==> src/rtl/fsb_pkg.sv <==
`timescale 1ns/1ps
package fsb_pkg;
   localparam int NREG = 4;
   localparam logic [1:0] FLD_CTRL  = 2'd0;
   localparam logic [1:0] FLD_START = 2'd1;
   localparam logic [1:0] FLD_SIZE  = 2'd2;
   localparam logic [1:0] FLD_KEY   = 2'd3;
   localparam logic [1:0] SH_CHAN   = 2'd0;
   localparam logic [1:0] SH_PROT   = 2'd1;
endpackage

==> src/rtl/fsb_guard.sv <==
`timescale 1ns/1ps
module fsb_guard #(
   parameter int NWIN    = 5,
   parameter int DATA_W  = 32,
   parameter bit PER_WIN = 1'b1
) (
   input  logic              clk,
   input  logic              rst_n,
   input  logic              prot_we,
   input  logic [DATA_W-1:0] wdata,
   input  logic              vsync,
   output logic [NWIN-1:0]   load,
   output logic [DATA_W-1:0] prot_rd
);
   if (DATA_W <= NWIN) begin : g_bad_width
      $error("fsb_guard: DATA_W must exceed NWIN");
   end

   if (PER_WIN) begin : g_per_win
      logic [NWIN-1:0] p_q;
      always_ff @(posedge clk or negedge rst_n) begin
         if (!rst_n)       p_q <= '0;
         else if (prot_we) p_q <= wdata[NWIN-1:0];
      end
      assign load    = {NWIN{vsync}} & ~p_q;
      assign prot_rd = {{(DATA_W-NWIN){1'b0}}, p_q};
   end else begin : g_global
      logic g_q;
      always_ff @(posedge clk or negedge rst_n) begin
         if (!rst_n)       g_q <= 1'b0;
         else if (prot_we) g_q <= wdata[0];
      end
      assign load    = {NWIN{vsync & ~g_q}};
      assign prot_rd = {{(DATA_W-1){1'b0}}, g_q};

      // global mode loads all windows or none
      a_r5_all_or_none: assert property (@(posedge clk) disable iff (!rst_n)
         vsync |-> ($countones(load) == 0 || $countones(load) == NWIN));
   end
endmodule

==> src/rtl/fsb_window.sv <==
`timescale 1ns/1ps
module fsb_window
   import fsb_pkg::*;
#(
   parameter int DATA_W  = 32,
   parameter bit HAS_KEY = 1'b1
) (
   input  logic              clk,
   input  logic              rst_n,
   input  logic              wr_en,
   input  logic [1:0]        wr_reg,
   input  logic [DATA_W-1:0] wdata,
   input  logic              ch_we,
   input  logic              ch_bit,
   input  logic              load,
   input  logic [1:0]        rd_reg,
   input  logic              rd_active,
   output logic [DATA_W-1:0] rd_data,
   output logic              act_en,
   output logic              act_chan,
   output logic              pend_chan
);
   localparam int NUSED = HAS_KEY ? NREG : NREG - 1;
   localparam logic [1:0] LAST = 2'(NUSED - 1);

   logic [NREG-1:0][DATA_W-1:0] wr_q, act_q;
   logic ch_wr, ch_act;
   logic wr_ok;

   assign wr_ok = wr_en && (wr_reg <= LAST);

   always_ff @(posedge clk or negedge rst_n) begin
      if (!rst_n) begin
         wr_q   <= '0;
         act_q  <= '0;
         ch_wr  <= 1'b0;
         ch_act <= 1'b0;
      end else begin
         if (load) begin
            act_q  <= wr_q;
            ch_act <= ch_wr;
         end
         if (wr_ok) wr_q[wr_reg] <= wdata;
         if (ch_we) ch_wr <= ch_bit;
      end
   end

   always_comb begin
      rd_data = '0;
      if (rd_reg <= LAST) rd_data = rd_active ? act_q[rd_reg] : wr_q[rd_reg];
   end

   assign act_en    = act_q[FLD_CTRL][0];
   assign act_chan  = ch_act;
   assign pend_chan = ch_wr;

   // a transfer captures the pending value from before the edge
   a_r10_old_value: assert property (@(posedge clk) disable iff (!rst_n)
      load |=> (act_q == $past(wr_q)));
   // without a transfer the active copy holds
   a_r2_active_holds: assert property (@(posedge clk) disable iff (!rst_n)
      !load |=> $stable(act_q) && $stable(ch_act));
endmodule

==> src/rtl/frame_shadow_bank.sv <==
`timescale 1ns/1ps
module frame_shadow_bank
   import fsb_pkg::*;
#(
   parameter int NWIN         = 5,
   parameter int DATA_W       = 32,
   parameter int KEY_FROM     = 1,
   parameter bit PER_WIN_PROT = 1'b1,
   localparam int IDX_W  = $clog2(NWIN + 1),
   localparam int ADDR_W = IDX_W + 2
) (
   input  logic              clk,
   input  logic              rst_n,
   input  logic              vsync,
   input  logic              wr_en,
   input  logic [ADDR_W-1:0] wr_addr,
   input  logic [DATA_W-1:0] wr_data,
   input  logic [ADDR_W-1:0] rd_addr,
   input  logic              rd_active,
   output logic [DATA_W-1:0] rd_data,
   output logic [NWIN-1:0]   act_en,
   output logic [NWIN-1:0]   act_chan
);
   if (NWIN < 1 || DATA_W <= NWIN || KEY_FROM < 0 || KEY_FROM > NWIN) begin : g_bad_cfg
      $error("frame_shadow_bank: illegal parameter set");
   end

   localparam logic [IDX_W-1:0] SH_IDX = IDX_W'(NWIN);

   logic [IDX_W-1:0]  wr_idx, rd_idx;
   logic [1:0]        wr_fld, rd_fld;
   logic              ch_we, prot_we;
   logic [NWIN-1:0]   load, chan_pend;
   logic [DATA_W-1:0] prot_rd;
   logic [DATA_W-1:0] win_rd [NWIN];

   assign wr_idx  = wr_addr[ADDR_W-1:2];
   assign wr_fld  = wr_addr[1:0];
   assign rd_idx  = rd_addr[ADDR_W-1:2];
   assign rd_fld  = rd_addr[1:0];
   assign ch_we   = wr_en && (wr_idx == SH_IDX) && (wr_fld == SH_CHAN);
   assign prot_we = wr_en && (wr_idx == SH_IDX) && (wr_fld == SH_PROT);

   fsb_guard #(.NWIN(NWIN), .DATA_W(DATA_W), .PER_WIN(PER_WIN_PROT)) u_guard (
      .clk(clk), .rst_n(rst_n), .prot_we(prot_we), .wdata(wr_data),
      .vsync(vsync), .load(load), .prot_rd(prot_rd));

   for (genvar w = 0; w < NWIN; w++) begin : g_win
      fsb_window #(.DATA_W(DATA_W), .HAS_KEY(w >= KEY_FROM)) u_win (
         .clk(clk), .rst_n(rst_n),
         .wr_en(wr_en && (wr_idx == IDX_W'(w))), .wr_reg(wr_fld), .wdata(wr_data),
         .ch_we(ch_we), .ch_bit(wr_data[w]), .load(load[w]),
         .rd_reg(rd_fld), .rd_active(rd_active), .rd_data(win_rd[w]),
         .act_en(act_en[w]), .act_chan(act_chan[w]), .pend_chan(chan_pend[w]));

      // a window held back at vsync keeps its active outputs
      a_r4_protect_holds: assert property (@(posedge clk) disable iff (!rst_n)
         (vsync && !load[w]) |=> $stable(act_en[w]) && $stable(act_chan[w]));
      // an enable only drops on a vsync edge
      a_r6_clear_at_vsync: assert property (@(posedge clk) disable iff (!rst_n)
         $fell(act_en[w]) |-> $past(vsync));
   end

   always_comb begin
      rd_data = '0;
      for (int w = 0; w < NWIN; w++)
         if (rd_idx == IDX_W'(w)) rd_data = win_rd[w];
      if (rd_idx == SH_IDX) begin
         if (rd_fld == SH_CHAN)
            rd_data = {{(DATA_W-NWIN){1'b0}}, (rd_active ? act_chan : chan_pend)};
         else if (rd_fld == SH_PROT)
            rd_data = prot_rd;
      end
   end
endmodule

==> config.mk <==
export PLATFORM = sky130hd
export DESIGN_NAME = frame_shadow_bank
export DESIGN_NICKNAME = d
export VERILOG_FILES = /design/src/rtl/fsb_pkg.sv /design/src/rtl/fsb_guard.sv /design/src/rtl/fsb_window.sv /design/src/rtl/frame_shadow_bank.sv
export SDC_FILE = /design/constraint.sdc
export NUM_CORES = 2
export LEC_CHECK = 0
export ABC_AREA = 1
export BUFFER_PORTS_ARGS = -buffer_cell sky130_fd_sc_hd__buf_2
export CORE_MARGIN = 1
export CORE_UTILIZATION = 57
export DETAILED_ROUTE_END_ITERATION = 7
export GPL_ROUTABILITY_DRIVEN = 0
export PLACE_DENSITY = 0.83
export SKIP_LAST_GASP = 1
export SYNTH_ARGS = -nofsm -noshare
export SYNTH_HDL_FRONTEND = slang
export SYNTH_SLANG_ARGS = --single-unit
==> constraint.sdc <==
create_clock -name clk -period 1.7 [get_ports clk]
set_input_delay 0.34 -clock clk [delete_from_list [all_inputs] [get_ports clk]]
set_output_delay 0.34 -clock clk [all_outputs]
set_load 0.005 [all_outputs]
# --- Word level (Yosys, flattened, before mapping) ---
# Index checks and enable logic that the tools add are counted.
op_classes:
  reduce_logical: 18
  multipliers: 0
  eq_ne: 12
  bitwise_logic: 2
  magnitude_cmp: 7
  muxes: 46
  addsub: 0
  shifts: 0
  div: 0
op_table:
  columns: ["op", "n"]
  rows:
  - ["$mux 32", 29]
  - ["$bmux 32 s2", 10]
  - ["$bwmux 128", 5]
  - ["$demux 32 s2", 1]
  - ["$logic_and 1x1->1", 14]
  - ["$eq 3x2->1 const B", 4]
  - ["$eq 3x3->1 const B", 4]
  - ["$le 2x2->1 const B", 4]
  - ["$eq 3x1->1 const B", 2]
  - ["$logic_not 3->1", 2]
  - ["$lt 2x3->1 const B", 2]
  - ["$and 5x5->5", 1]
  - ["$mux 5", 1]
  - ["$not 5->5", 1]
  - ["$eq 2x1->1 const B", 2]
  - ["$logic_not 2->1", 2]
  - ["$ge 2x1->1 const B", 1]
word_totals:
  reg_bits: 1295
  inputBits: 47
  elab_cells: 136
  ram_bits: 0
  latchBits: 0
  mem_bits_ro: 0
  memories: 0
  output_inout_bits: 42

# --- Longest topological paths before layout ---
depth:
  depth_word: 12
  depth_mapped: 13
  depth_no_buf: 11

# --- By module ---
# Synthesis repeated with hierarchy kept, for this count alone.
unflattened:
  hier_cells: 8977
  hier_area_um2: 65338.9
by_module_without_submodules:
  columns: ["mod", "area_per_inst_um2", "cells_per_inst", "seq_area_each_um2", "n_inst"]
  rows:
  - ["fsb_window at g_win[1].u_win ...", 12712.2, 1717, 6456.2, 3]
  - ["fsb_window at g_win[4].u_win", 12599.6, 1717, 6456.2, 1]
  - ["fsb_window at g_win[0].u_win", 12255.5, 1662, 6406.1, 1]
  - ["frame_shadow_bank", 1933.1, 392, 0.0, 1]
  - ["fsb_guard", 414.1, 55, 125.1, 1]

# --- Worst setup path before layout ---
# No wires, ideal clock.
synth_path:
  kind: "input -> output"
  from: "in rd_addr[1]"
  to: "out rd_data[31]"
  arrival_ps: 1436
  n_path_buf: 2
  stages: 9
  required_ps: 1360
  path_slack_ps: -76
  cell_sequence: "buf_4 nor2_4 clkbuf_1 nand2_1 nand3_1 nand3_1 nand3_1 nand2_1 a21oi_1"
synth_via:
  elab_chain_len: 12
  word_cells_on_any_way: 42
  cone_classes: "2 x order compare; 1 x eq/ne; 38 x mux; 1 x reduce/logical"
synth_rtl:
  columns: ["item", "line", "source"]
  rows:
  - ["from (decl)", "frame_shadow_bank.sv:18", "input logic [ADDR_W-1:0] rd_addr,"]
  - ["$bmux 32 s2", "fsb_window.sv:50", "if (rd_reg <= LAST) rd_data = rd_active ? act_q[rd_reg] : wr_q[rd_reg];"]
  - ["$mux 32 (not written as such)", "fsb_window.sv:50", null]
  - ["$mux 32 (2 in a row)", "fsb_window.sv:50", null]
  - ["$mux 32 (5 in a row)", "frame_shadow_bank.sv:67", "if (rd_idx == IDX_W'(w)) rd_data = win_rd[w];"]
  - ["$mux 32", "frame_shadow_bank.sv:71", "else if (rd_fld == SH_PROT)"]
  - ["$mux 32", "frame_shadow_bank.sv:69", "if (rd_fld == SH_CHAN)"]
  - ["$mux 32 *", "frame_shadow_bank.sv:68", "if (rd_idx == SH_IDX) begin"]
  - ["to (decl)", "frame_shadow_bank.sv:20", "output logic [DATA_W-1:0] rd_data,"]
# Every way passes the cells marked *; elsewhere a longest branch is shown, timed or not. The select of a mux whose other input is x is not followed.

# --- Final worst setup path ---
layout_path:
  from: "reg g_win[0].u_win.wr_q[64] in the netlist's numbering"
  to: "out rd_data[0]"
layout_via:
  elab_chain_len: 12
layout_rtl:
  columns: ["item", "line", "source"]
  rows:
  - ["from (decl)", "fsb_window.sv:26", "logic [NREG-1:0][DATA_W-1:0] wr_q, act_q;"]
  - ["from (signal, indexed assignment)", "fsb_window.sv:43", "if (wr_ok) wr_q[wr_reg] <= wdata;"]
  - ["$bmux 32 s2 *", "fsb_window.sv:50", null]
  - ["$mux 32 (not written as such) *", "fsb_window.sv:50", null]
  - ["$mux 32 * (2 in a row)", "fsb_window.sv:50", null]
  - ["$mux 32 * (5 in a row)", "frame_shadow_bank.sv:67", null]
  - ["$mux 32", "frame_shadow_bank.sv:71", null]
  - ["$mux 32", "frame_shadow_bank.sv:69", null]
  - ["$mux 32 *", "frame_shadow_bank.sv:68", null]
# Marked as above.

==> results.md <==
- After filler insertion, the fill cell instance count of the layout stands at 6325.
- The endpoint arrival time on the critical path is 2260 ps.
- The internal power component is 58.95 mW.
- The final setup skew is 30.63 ps.
- The total number of yosys warnings is 0.
- In the layout the commonest cells are nand2_1, dfrtp_1, o21ai_0.
- TritonCTS built the clock tree.
- The classification of the worst-slack hold path is in2reg.
- The clock drives 1231 sinks.
- Summing internal, switching and leakage power gives 84.75 mW.
- Setup repair after global routing could not meet its margin everywhere.
- The area of the mapped netlist is 0.05711 sq mm.
- The initial core utilization is 57.78%.
- In the post-route analysis, the smallest setup slack over all paths is -903.4 ps.
- The shortest period the worst path allows is 2603 ps.
- In this run switching power makes up 30.43% of total power.
- The number of distinct library cells after synthesis is 31.
- The power density of the placed cells is 1234 mW/mm^2.
- After the first detailed-routing iteration, the DRC count stood at 7216.
- At the later pin of the worst-skew pair, clock insertion delay measures 730 ps.
- The final number of max-transition violations is 0.
- The count of nets left with antenna violations once routing finished came out at 0.
- In this run, CTS created clock tree buffers numbering 117.
- The master cell of the clock root buffer is clkbuf_16.
- The kind of capture point of the worst setup path is an output port.
- At the worst endpoint, the required time is 1360 ps.
- The checks that failed: DRC, setup timing.
- The via-per-instance ratio is 6.128.
- The leading cell type in the layout, fill and taps excluded is nand2_1.
- The detailed router placed 52720 vias in this run.
- The total length of routed wires is 188800 um.
- Traced cell by cell, the critical path runs through inv_1 -> nand2_1 -> o211ai_1 -> o21ai_1 -> nand2_1 -> nand2_2 -> nand2_2 -> nand2_2 -> nor2_4 -> buf_6 -> nand3_4 -> buf_6.
- The part of the power in registers is 46.8%.
- The number of global-route vias before repair was 53060.
- The worst-path cell with the longest stage delay is dfrtp_1.
- The number of cells produced by synthesis is 6878.
- A synthesized cell averages 8.304 sq um.
- The clock group share of total power is 32.1%.
- Setup violations remaining at the end of the flow were counted as 35.
- The die extent in x is 318.5 um.
- The number of H-tree levels is 3.
- The growth of design area from synthesis to finish is 20.24%.
- The number of DRC violations after detailed routing is 10.
- Entering global routing, the biggest net connects 85 pins.
- Of the cells placed in the final design, the portion with a size suffix greater than 1 is 20.13%.
- The height of the chip is 318.5 um.
- Port buffering added 88 buffers.
- Global routing consumed, over all layers together, 36.84% of the routing resources.
- The buffer depth of the longest clock path is 3.
- The portion of the post-synthesis area used by sequential elements is 53.94%.
- The total nets after synthesis is 6925.
- For the pin with the worst max-slew slack, the measured transition is 794.3 ps.
- The HPWL after detailed placement is 112300 um.
- Pin placement for this block handled 89 I/O pins.
- STA classifies the critical path startpoint as a flip-flop.
- The switching power summed over all nets is 25.79 mW.
- The area of the core is 0.09885 sq mm.
- The leakage power is 33.50 nW.
- After detailed routing, the average wire length per cell comes to 21.95 um.
- Measured on the finished design, the core utilization comes to 69.47%.
- Measured against its own limit, the worst slew margin works out to 47.05%.
- The final number of hold-violating endpoints came to 0.
- The synthesized flop and latch total is 1231.
- The number of antenna violations at the first check in global routing was 8.
- The number of core rows is 115.
- The largest fanout on the critical path is 2.
- The most numerous cell type found on the critical path is nand2_2.
- Global routing finished with a remaining overflow of 0.
- Clock-pin slew was measured on the worst setup and hold paths at 60 ps.
- The worst setup path category is reg2out.
- The first detailed-routing pass ran for 8 iterations.
- The largest vdd supply drop is 1125 uV.
- Across the run, the number of max-cap violations was 0.
- Once layout is done, the placed cells without fillers occupy 0.06867 sq mm.
- The period utilization is 153.1%.
- The delay of the slowest critical-path stage is 380 ps.
- The global-route wire length before repair is 291100 um.
- Combinational cells account for 21.2% of the total power.
- The floorplan step defined a die boundary enclosing 0.1015 sq mm.
- For this run, the top clock speed supported by timing is 0.3841 GHz.
- The flow ran to the end, but the final reports show violations.
- The number of nets in the finished design is 7264.
- Summing all placed instances gives a cell area of 0.06276 sq mm.
[registers in the layout, summed over array words and instances, names as in the netlist]
| register | flops |
|---|---|
| g_win.u_win.act_en | 5 |
| g_win.u_win.wr_q | 608 |
| g_win.u_win.act_q | 603 |
| g_win.u_win.pend_chan | 5 |
| u_guard.g_per_win.p_q | 5 |
| g_win.u_win.act_chan | 5 |
[synth_stat cells (all sizes together)]
cell / count / area, sq um
o2111ai: 4 / 35.03
mux2: 262 / 2950
nand4: 18 / 112.6
a22oi: 2 / 15.01
clkbuf: 254 / 953.4
o21ai: 1114 / 5575
nand3: 437 / 2227
a31oi: 52 / 325.3
nor2: 117 / 461.7
buf: 245 / 1363
nor3: 31 / 165.2
nand2: 2327 / 8752
o221ai: 7 / 61.31
a21oi: 174 / 870.8
or2: 3 / 18.77
dfrtp: 1231 / 30800
inv: 558 / 2097
o22ai: 3 / 18.77
o211ai: 38 / 285.3
nor4: 1 / 21.27
[stage by stage]
step           setup slack [ps]  hold slack, ps  TNS (ps)  std cells
2_1_floorplan            -4.217           44.41    -8.434       6878
3_3_place_gp             -857.3           252.9    -22790       8299
3_5_place_dp             -858.8           251.3    -23830       8299
4_1_cts                  -900.0           107.5    -24490       8575
5_1_grt                  -996.8           133.9    -26710       8599
6_report                 -903.4           123.6    -24490       8603
[layout make-up]
class	instances	area (sq um)	share of cell area, %
Antenna cell	5	12.51	0.01822
Clock buffer	168	3421	4.981
Clock inverter	45	531.8	0.7743
Inverter	558	2147	3.126
Multi-Input combinational cell	4590	23020	33.51
Sequential cell	1231	30810	44.86
Tap cell	1287	1610	2.345
Timing Repair Buffer	719	7131	10.38
[logic make-up (layout without fill, tap and decap cells)]
family,Yosys count,count (layout),share of synthesized area [%]
and+or+nand+nor,2934,2934,20.59
buffers and inverters,1057,1490,7.727
DFF,1231,1231,53.94
muxes,262,262,5.166
other,0,5,0
AOI/OAI and AO/OA,1394,1394,12.58
[repair_timing]
| item | 4_1_cts | 5_1_grt |
|---|---|---|
| pin swaps | 110 | 105 |
| resized for setup | 265 | 121 |
| endpoints found under the setup margin | 37 | 39 |
| hold endpoints to repair | 572 | 0 |
| gates cloned | 2 | 0 |
| hold buffers | 1 | 0 |
| setup buffers | 63 | 38 |
[worst max-delay path, delay by kind of cell (launching register included)]
kind	cells	cell delay, ps
AO/OA/AOI/OAI	2	190
AND/OR/NAND/NOR	7	620
flip-flops	1	380
buffers and inverters	3	370
[routing by layer]
metal	up-vias	track usage (%)	share of wire, %
met1	25180	44.00	34
li1	22890	-	-
met5	-	0	0.016
met2	3616	57.21	45
met3	1025	10.45	13
met4	6	26.91	7.7
[power groups by stage]
stage	Clock, mW	Sequential, mW	Combinational (mW)
final	27.2	39.6	17.9
after global routing	28.4	40.3	19.7
after global placement	0	39.4	15.1
after floorplan	0	38.8	10.3
after detailed placement	0	39.8	16.0
after CTS	27.0	39.4	17.1
[path summary, 6_finish.rpt]
check,start,end,slack (ps),cells past startpoint
worst max-delay path,g_win[0].u_win.wr_q[64],rd_data[0],-900,12
worst min-delay path,wr_data[8],g_win[0].u_win.wr_q[40],120,4
worst max register to register,g_win[0].u_win.wr_q[17],g_win[0].u_win.act_q[17],100,10
worst min register to register,g_win[1].u_win.wr_q[72],g_win[1].u_win.wr_q[72],480,2
max in group asynchronous,rst_n,g_win[0].u_win.act_q[1],710,4
min in group asynchronous,rst_n,g_win[4].u_win.wr_q[78],140,2
Note: power is estimated with default switching activity, not from simulation.
